## config.mk

```make
export PLATFORM = sky130hd
export DESIGN_NAME = detent_counter
export DESIGN_NICKNAME = d
export VERILOG_FILES = /design/src/rtl/detent_counter_pkg.sv /design/src/rtl/detent_counter_ctrl.sv /design/src/rtl/detent_counter_dp.sv /design/src/rtl/detent_counter.sv
export SDC_FILE = /design/constraint.sdc
export NUM_CORES = 1
export LEC_CHECK = 0
export BUFFER_PORTS_ARGS = -buffer_cell sky130_fd_sc_hd__buf_2
export CAP_MARGIN = 20
export CORE_AREA = 5 5 42 44
export CTS_CLUSTER_SIZE = 25
export DETAILED_ROUTE_END_ITERATION = 12
export DIE_AREA = 0 0 47 49
export SLEW_MARGIN = 20
export SYNTH_ARGS = -nofsm -noshare
export SYNTH_HDL_FRONTEND = slang
export SYNTH_HIERARCHICAL = 1
export SYNTH_SLANG_ARGS = --single-unit
```

## constraint.sdc

```tcl
create_clock -name clk -period 4.9 [get_ports clk]
set_input_delay 0.735 -clock clk [delete_from_list [all_inputs] [get_ports clk]]
set_output_delay 0.735 -clock clk [all_outputs]
set_load 0.01 [all_outputs]
```

## src/rtl/detent_counter_pkg.sv

```systemverilog
package detent_counter_pkg;
  typedef struct packed {
    logic stepUp;
    logic stepDown;
  } stepStrobes_t;
endpackage

```

## src/rtl/detent_counter_ctrl.sv

```systemverilog
module detent_counter_ctrl
  import detent_counter_pkg::*;
#(
  parameter int PULSES_PER_STEP = 4
) (
  input  logic         clk,
  input  logic         rst,
  input  logic         incPulse,
  input  logic         decPulse,
  output stepStrobes_t strobes
);
  localparam int SUB_W = $clog2(PULSES_PER_STEP) + 1;
  localparam logic signed [SUB_W-1:0] SUB_MAX = SUB_W'(PULSES_PER_STEP - 1);
  localparam logic signed [SUB_W-1:0] SUB_MIN = -SUB_MAX;
  localparam logic signed [SUB_W-1:0] SUB_ONE = SUB_W'(1);

  logic signed [SUB_W-1:0] pending;
  logic signed [SUB_W-1:0] pendingNext;
  logic upOnly;
  logic downOnly;

  assign upOnly   = incPulse && !decPulse;
  assign downOnly = decPulse && !incPulse;

  always_comb begin
    strobes.stepUp   = upOnly && (pending == SUB_MAX);
    strobes.stepDown = downOnly && (pending == SUB_MIN);
    pendingNext = pending;
    if (strobes.stepUp || strobes.stepDown) begin
      pendingNext = '0;
    end else if (upOnly) begin
      pendingNext = pending + SUB_ONE;
    end else if (downOnly) begin
      pendingNext = pending - SUB_ONE;
    end
  end

  always_ff @(posedge clk) begin
    if (rst) pending <= '0;
    else     pending <= pendingNext;
  end


  both_pulses_hold_chk: assert property (@(posedge clk) disable iff (rst)
    (incPulse && decPulse) |=> $stable(pending));


  down_undoes_up_chk: assert property (@(posedge clk) disable iff (rst)
    (downOnly && pending > SUB_MIN) |=> (pending == $past(pending) - SUB_ONE));


  tally_range_chk: assert property (@(posedge clk) disable iff (rst)
    (pending <= SUB_MAX) && (pending >= SUB_MIN));


  idle_holds_tally_chk: assert property (@(posedge clk) disable iff (rst)
    (!incPulse && !decPulse) |=> $stable(pending));
endmodule

```

## src/rtl/detent_counter_dp.sv

```systemverilog
module detent_counter_dp
  import detent_counter_pkg::*;
#(
  parameter int COUNT_W = 4
) (
  input  logic               clk,
  input  logic               rst,
  input  stepStrobes_t       strobes,
  output logic [COUNT_W-1:0] count
);
  localparam logic [COUNT_W-1:0] STEP_ONE = COUNT_W'(1);

  always_ff @(posedge clk) begin
    if (rst)                  count <= '0;
    else if (strobes.stepUp)   count <= count + STEP_ONE;
    else if (strobes.stepDown) count <= count - STEP_ONE;
  end


  step_up_wraps_chk: assert property (@(posedge clk) disable iff (rst)
    strobes.stepUp |=> (count == $past(count) + STEP_ONE));


  step_down_wraps_chk: assert property (@(posedge clk) disable iff (rst)
    strobes.stepDown |=> (count == $past(count) - STEP_ONE));


  no_strobe_hold_chk: assert property (@(posedge clk) disable iff (rst)
    !(strobes.stepUp || strobes.stepDown) |=> $stable(count));


  single_strobe_chk: assert property (@(posedge clk) disable iff (rst)
    $onehot0({strobes.stepUp, strobes.stepDown}));
endmodule

```

## src/rtl/detent_counter.sv

```systemverilog
module detent_counter
  import detent_counter_pkg::*;
#(
  parameter int COUNT_W         = 4,
  parameter int PULSES_PER_STEP = 4
) (
  input  logic               clk,
  input  logic               rst,
  input  logic               incPulse,
  input  logic               decPulse,
  output logic [COUNT_W-1:0] count
);
  stepStrobes_t strobes;

  detent_counter_ctrl #(.PULSES_PER_STEP(PULSES_PER_STEP)) ctrl (
    .clk(clk), .rst(rst), .incPulse(incPulse), .decPulse(decPulse),
    .strobes(strobes)
  );

  detent_counter_dp #(.COUNT_W(COUNT_W)) dp (
    .clk(clk), .rst(rst), .strobes(strobes), .count(count)
  );
endmodule

```

After elaboration in Yosys (flattened, before gate mapping). Cells that the tools add are included.

Register bits after elaboration: 7. Logic and storage cells: 22.

$add $sub $neg: 4. Reductions and logical operators: 10. Equal/unequal tests: 2. Muxes and demuxes: 4.

Operator list (count): 4-bit two-way mux (2); 3-bit equality test (second input constant) (2); 3-bit two-way mux (2); 4-bit by 1-bit adder with 4-bit output (second input constant) (1); 1-bit logical AND (4); 2-bit nonzero test (2); 4-bit by 1-bit subtractor with 4-bit output (second input constant) (1); 3-bit by 2-bit adder with 3-bit output (second input constant) (1); 3-bit by 2-bit subtractor with 3-bit output (second input constant) (1); 1-bit logical NOT (2); 2-bit OR reduction (1); 1-bit logical OR (1).

Logic depth before layout (Yosys ltp). Gate-level depths: netlist (run 1).

Depth in word-level cells: 5. Gate-level depth with buffers: 9. Depth with buffers taken out: 9.

By module. The synthesis (run 1) kept the hierarchy.

Modules (own cells, without submodules): detent_counter_dp (times used 1, area each 260.2 sq um, cells each 29); detent_counter_ctrl (times used 1, area each 209.0 sq um, cells each 23).

Worst setup path before layout (run 1). Ideal clock, no wire load.

Path type: input -> register. Start: input port decPulse. End: register dp.count[3]. Data arrival time: 2293 ps. Buffers on the path: 0. Data required time: 4805 ps. Cell stages on the path: 9. Library setup time: 95 ps. Path slack: 2511 ps. Cells stage by stage: inv_1 ha_1 nand3b_1 nor2_1 inv_1 ha_1 nand3_2 a221o_1 o311ai_1.

RTL lines: start: declaration (line detent_counter.sv:10) `input logic decPulse,`; end signal: assignment (line detent_counter_dp.sv:15) `else if (strobes.stepUp) count <= count + STEP_ONE;`; end signal: assignment (line detent_counter_dp.sv:16) `else if (strobes.stepDown) count <= count - STEP_ONE;`; end: declaration (line detent_counter_dp.sv:9) `output logic [COUNT_W-1:0] count`.

==> results.json, run 1 <==
{
  "fin_worst_skew_ns": 0.000366,
  "p_comb_frac": 0.223,
  "core.rowCount": 14,
  "slew_viol_final": 0,
  "syn_area_sq_um": 469,
  "drt-initial-drc-count": 3,
  "worst_pin_slew_ns": 0.404,
  "vias": 382,
  "p_int_mw": 0.111,
  "cts_sinks": 7,
  "finish.utilization": 0.393,
  "worstPathArrival_ns": 2.61,
  "ys_seq_elements": 7,
  "p_seq_frac": 0.446,
  "grt_overflow": 0,
  "nNetsFinal": 74,
  "period_share": 0.504,
  "synthCells": 52,
  "layout-drive-gt1-share": 0.222,
  "grt_max_degree": 10,
  "numCtsBuffers": 3,
  "cp-start-kind": "primary input",
  "yosysWarnings": 6,
  "cts_resized": 0,
  "crit_path_end_kind": "flop",
  "root_buffer": "clkbuf_4",
  "grt_pass1_wl_mm": 1.46,
  "place_area_sq_um": 524,
  "setup_viol": 0,
  "synth_top_cells_by_count": "7 x dfxtp_1, 6 x nor2_1, 5 x inv_1",
  "drc_errors": 0,
  "gp_congestion": 0.695,
  "dp_hpwl_um": 627,
  "wl_um": 800,
  "critPathKind": "in -> reg",
  "swShare": 0.290,
  "clock_path_buffers": 2,
  "cp_max_fo": 7,
  "p_switching_mw": 0.0453,
  "synth_top_area_frac": 0.299,
  "status": "finished, final reports clean",
  "met1_length_um": 420,
  "setup_tns_ns": 0,
  "diodes": 0,
  "fp.dieW_um": 47,
  "ys_seq_area_frac": 0.299,
  "yosys.cell_types.count": 22,
  "dr.pass1.iters": 4,
  "grt_setup_unrepaired": "no",
  "io_buffers": 7,
  "synth_async_sr_flop_share": 0,
  "cp.required_ns": 5.04,
  "route.met2.wl_um": 310,
  "wl_met3_um": 54,
  "antenna_left": 0,
  "hp-class": "reg -> reg",
  "ir_worst_vdd_v": 0.000158,
  "p_clk_frac": 0.331,
  "drv_cap": 0,
  "synth_nets": 62,
  "yosysTopAreaCell": "dfxtp_1",
  "synth.most_common_cell": "dfxtp_1",
  "post_cts_buffers": 0,
  "via_per_inst": 4.84,
  "highest_layer": "met4",
  "synth.avg_cell_area_sq_um": 9.02,
  "fmax_ghz": 0.405,
  "p_leak_nw": 0.233,
  "tritoncts": "built",
  "wl_per_cell_um": 10.1,
  "period_needed_ns": 2.47,
  "die_height_um": 49,
  "grt_pass1_vias": 357,
  "h-tree-depth": 1,
  "clock_latency_ns": 0.24,
  "final_hold_viol_count": 0,
  "synthTopCellsByArea": "dfxtp_1 30%, ha_1 11%, fa_1 8.5%",
  "synth_ff_type": "dfxtp_1",
  "dieArea_sq_mm": 0.00230,
  "grt_usage": 0.0883,
  "ioPinCount": 8,
  "synth-edff-count": 0,
  "clk_pin_slew_ns": 0.05,
  "holdBufCountCts": 0,
  "holdWs_ns": 0.505,
  "power.density_mw_per_mm2": 284,
  "grt_antenna_before_repair": 0,
  "core_sq_mm": 0.00140,
  "syn2layout_area_growth_pct": 17.3,
  "start_util": 0.335,
  "stdcell_area_sq_um": 551,
  "relSlewSlack": 0.730
}
[per-layer routing]
layer | GRT usage | vias to the layer above
met3 | 0.0332 | 2
met5 | 0 | -
met2 | 0.104 | 9
met1 | 0.129 | 167
li1 | - | 204
met4 | 0.0553 | 0
[registers in the layout, indices dropped and copies added, names as in the netlist]
name and count:
dp/count 4, ctrl/pending 3
[final cells by class]
cell class	count	area (sq um)
Fill cell	144	851
Sequential cell	7	140
Inverter	5	18.8
Timing Repair Buffer	7	35.0
Tap cell	16	20.0
Multi-Input combinational cell	40	310
Clock buffer	4	26.3
[through the flow]
step,setup WS [ns],std cells,total power [mW]
after detailed placement,2.16,75,0.106
after global placement,2.24,75,0.105
final,2.43,79,0.156
after CTS,2.41,79,0.158
after global routing,2.19,79,0.169
after floorplan,2.51,52,0.0967
[final timing paths]
| kind | start | endpoint | slack, ns | cells past startpoint |
|---|---|---|---|---|
| setup / recovery | decPulse | dp/count[3]$_SDFFE_PP0P_ | 2.43 | 10 |
| hold / removal | dp/count[1]$_SDFFE_PP0P_ | dp/count[1]$_SDFFE_PP0P_ | 0.51 | 2 |
| setup reg to reg | ctrl/pending[2]$_SDFFE_PP0P_ | dp/count[3]$_SDFFE_PP0P_ | 2.87 | 7 |
| hold reg to reg | dp/count[1]$_SDFFE_PP0P_ | dp/count[1]$_SDFFE_PP0P_ | 0.51 | 2 |
[cell usage in the layout, fill, tap and decap left out, drive strengths merged]
cell,n
or3,1
ha,4
o311ai,1
clkbuf,4
o21ai,2
xor2,4
nor3,4
a211oi,1
buf,7
a221o,1
nand2b,3
inv,5
nand3,1
a21oi,3
nor2b,1
nor2,6
nand4,1
dfxtp,7
fa,2
mux2i,1
nand2,2
nand3b,2
[critical path, stage by stage]
cell	delay, ns
buf_2	0.11
inv_1	0.05
ha_1	0.18
nand3b_1	0.11
nor2_1	0.34
inv_1	0.16
ha_1	0.36
a21oi_2	0.20
nand2_1	0.07
o311ai_1	0.29
[power groups by stage]
stage	sequential, mW	clock, mW	combinational (mW)
floorplan	0.0703	0	0.0263
global placement	0.0711	0	0.0338
detailed placement	0.0710	0	0.0348
CTS	0.0698	0.0530	0.0351
global route	0.0709	0.0568	0.0409
finish	0.0697	0.0518	0.0349
[cell families (layout without fill, tap and decap cells)]
family / after synthesis / after routing / synth area share
XOR/XNOR: 4 / 4 / 0.0747
multiplexers: 1 / 1 / 0.0213
adder cells (fa/ha/maj): 6 / 6 / 0.192
buffers and inverters: 5 / 16 / 0.0400
AND/OR/NAND/NOR: 21 / 21 / 0.245
flip-flops: 7 / 7 / 0.299
AO/OA/AOI/OAI: 8 / 8 / 0.128
Power figures use the tool's default switching activity.
==> inputs of run 2 (changes only) <==
Settings changed: ABC_AREA set to 1.
Clock period 4.9 ns to 2 ns, I/O delays scaled along.
==> results.json, run 2 <==
{
  "grt_max_degree": 7,
  "drv_cap": 0,
  "syn2layout_area_growth_pct": 17.0,
  "h-tree-depth": 1,
  "die_height_um": 49,
  "hp-class": "in -> reg",
  "synth.avg_cell_area_sq_um": 7.61,
  "final_common_cell": "inv_1",
  "highest_layer": "met4",
  "relSlewSlack": 0.852,
  "ir_worst_vdd_v": 0.000350,
  "crit_family": "flip-flops",
  "cts_resized": 0,
  "yosysWarnings": 6,
  "slew_viol_final": 0,
  "clk_pin_slew_ns": 0.06,
  "crit_cells": 8,
  "holdBufCountCts": 0,
  "gp_congestion": 0.770,
  "r2r_slack_ns": 0.34,
  "setup_viol": 0,
  "dieArea_sq_mm": 0.00230,
  "antenna_left": 0,
  "synthTopCellsByArea": "dfxtp_1 29%, ha_1 10%, inv_1 8.6%",
  "ys_seq_area_frac": 0.292,
  "nNetsFinal": 85,
  "drt-initial-drc-count": 8,
  "wl_met3_um": 48,
  "yosys.cell_types.count": 19,
  "cp.required_ns": 2.16,
  "dp_hpwl_um": 671,
  "synth_async_sr_flop_share": 0,
  "worst_pin_slew_ns": 0.222,
  "root_buffer": "clkbuf_4",
  "cp_common_cell": "a21oi_1",
  "final_hold_viol_count": 0,
  "synth_top_cells_by_count": "11 x inv_1, 8 x nand2_1, 7 x dfxtp_1, 7 x nor2_1",
  "start_util": 0.342,
  "hold_path_depth": 4,
  "cp-start-kind": "flop",
  "grt_usage": 0.0876,
  "wl_um": 802,
  "largest_reg_flops": 4,
  "worstPathArrival_ns": 1.82,
  "ioPinCount": 8,
  "min_from": "rst",
  "dr.pass1.iters": 4,
  "tritoncts": "built",
  "core_sq_mm": 0.00140,
  "p_leak_nw": 0.299,
  "vias": 412,
  "route.met2.wl_um": 353,
  "synth_nets": 73,
  "holdWs_ns": 0.316,
  "period_share": 0.831,
  "largest_registers": "dp/count (4), ctrl/pending (3)",
  "synthCells": 63,
  "cp_max_fo": 5,
  "yosysTopAreaCell": "dfxtp_1",
  "clock_latency_ns": 0.26,
  "mostFrequentLayoutCells": "11 x inv_1, 8 x nand2_1, 7 x nor2_1, 7 x dfxtp_1, 7 x buf_2",
  "power.density_mw_per_mm2": 730,
  "grt_antenna_before_repair": 0,
  "met1_length_um": 386,
  "clock_path_buffers": 2,
  "regMostFlops": "dp/count",
  "drc_errors": 0,
  "syn_area_sq_um": 479,
  "cts_sinks": 7,
  "r2r_start": "ctrl/pending[1]$_SDFFE_PP0P_",
  "fmax_ghz": 0.602,
  "status": "finished, final reports clean",
  "critPathBufInv": 2,
  "diodes": 0,
  "core.rowCount": 14,
  "fp.dieW_um": 47,
  "crit_path_end_kind": "flop",
  "setup_tns_ns": 0,
  "synth_top_area_frac": 0.292,
  "via_per_inst": 4.58,
  "critPathKind": "reg -> reg",
  "grt_overflow": 0,
  "layout-drive-gt1-share": 0.243,
  "synth.most_common_cell": "inv_1",
  "r2r_cells": 8,
  "ys_seq_elements": 7,
  "cpPeakStageDelay_ns": 0.40,
  "post_cts_buffers": 0,
  "r2r-end": "dp/count[3]$_SDFFE_PP0P_",
  "grt_pass1_wl_mm": 1.46,
  "slowest_stage": "dfxtp_1",
  "period_needed_ns": 1.66,
  "wl_per_cell_um": 8.91,
  "synth_ff_type": "dfxtp_1",
  "numCtsBuffers": 3,
  "io_buffers": 7,
  "grt_setup_unrepaired": "no",
  "synth-edff-count": 0,
  "endpoint": "dp/count[3]$_SDFFE_PP0P_",
  "crit_start": "ctrl/pending[1]$_SDFFE_PP0P_",
  "cp_cell_sequence": "nand4_1, inv_1, inv_2, ha_1, a21oi_1, nand3_1, a21oi_1, nor2_1",
  "grt_pass1_vias": 383,
  "fin_worst_skew_ns": 0.00723
}
==> run 2: cell types whose count changed after synthesis, moves of 3 or more <==
cell and delta:
inv_1 +6, nand2_1 +6, nor3_1 -4, inv_2 +3, nand3_1 +3, xor2_1 -3
==> run 2: cell families (layout without fill, tap and decap cells) <==
| logic type | Yosys count | in the layout | synth area share |
|---|---|---|---|
| AOI/OAI and AO/OA | 7 | 7 | 0.0731 |
| buffers and inverters | 14 | 25 | 0.110 |
| and+or+nand+nor | 26 | 26 | 0.279 |
| adders and majority gates | 6 | 6 | 0.188 |
| DFF | 7 | 7 | 0.292 |
| xor gates and xnor gates | 2 | 2 | 0.0366 |
| muxes | 1 | 1 | 0.0209 |
==> run 2: final cells by class <==
| class | count | area (sq um) |
|---|---|---|
| fill | 154 | 841 |
| multi-input combinational | 42 | 287 |
| sequential | 7 | 140 |
| inverter | 14 | 52.6 |
| timing repair buffer | 7 | 35.0 |
| clock buffer | 4 | 26.3 |
| tap | 16 | 20.0 |
==> run 2: report_power, final <==
| part | internal, mW | switching, mW | leakage [nW] |
|---|---|---|---|
| logic | 0.0460 | 0.0548 | 0.227 |
| clock network | 0.0764 | 0.0559 | 0.0150 |
| registers | 0.157 | 0.0193 | 0.0573 |
| total | 0.279 | 0.130 | 0.299 |
==> run 2: per-stage QoR <==
stage	instance area, sq um	power, mW	std cells	worst slack (ns)	utilization
after floorplan	479	0.256	63	0.334	-
after global placement	534	0.279	86	0.0925	0.381
after detailed placement	534	0.281	86	0.0751	0.381
after CTS	561	0.415	90	0.327	0.400
after global routing	561	0.442	90	0.168	0.400
final	561	0.409	90	0.338	0.400
==> run 2: worst min-delay path by stage <==
stage,to,slack [ns]
after floorplan,dp/count[3]$_SDFFE_PP0P_,0.47
after global placement,dp/count[3]$_SDFFE_PP0P_,0.51
after detailed placement,dp/count[3]$_SDFFE_PP0P_,0.52
after CTS,dp/count[3]$_SDFFE_PP0P_,0.32
after global routing,ctrl/pending[2]$_SDFFE_PP0P_,0.37
final,dp/count[3]$_SDFFE_PP0P_,0.32
==> run 2: routing by layer <==
metal  vias to the layer above  GRT usage
li1                        221          -
met1                       177      0.111
met2                        11      0.120
met3                         3     0.0332
met4                         0     0.0553
met5                         -          0
==> run 2: worst min-delay path, stage by stage <==
cell and delay [ns]:
buf_2 0.08, inv_1 0.06, nand2_1 0.06, nor2_1 0.03
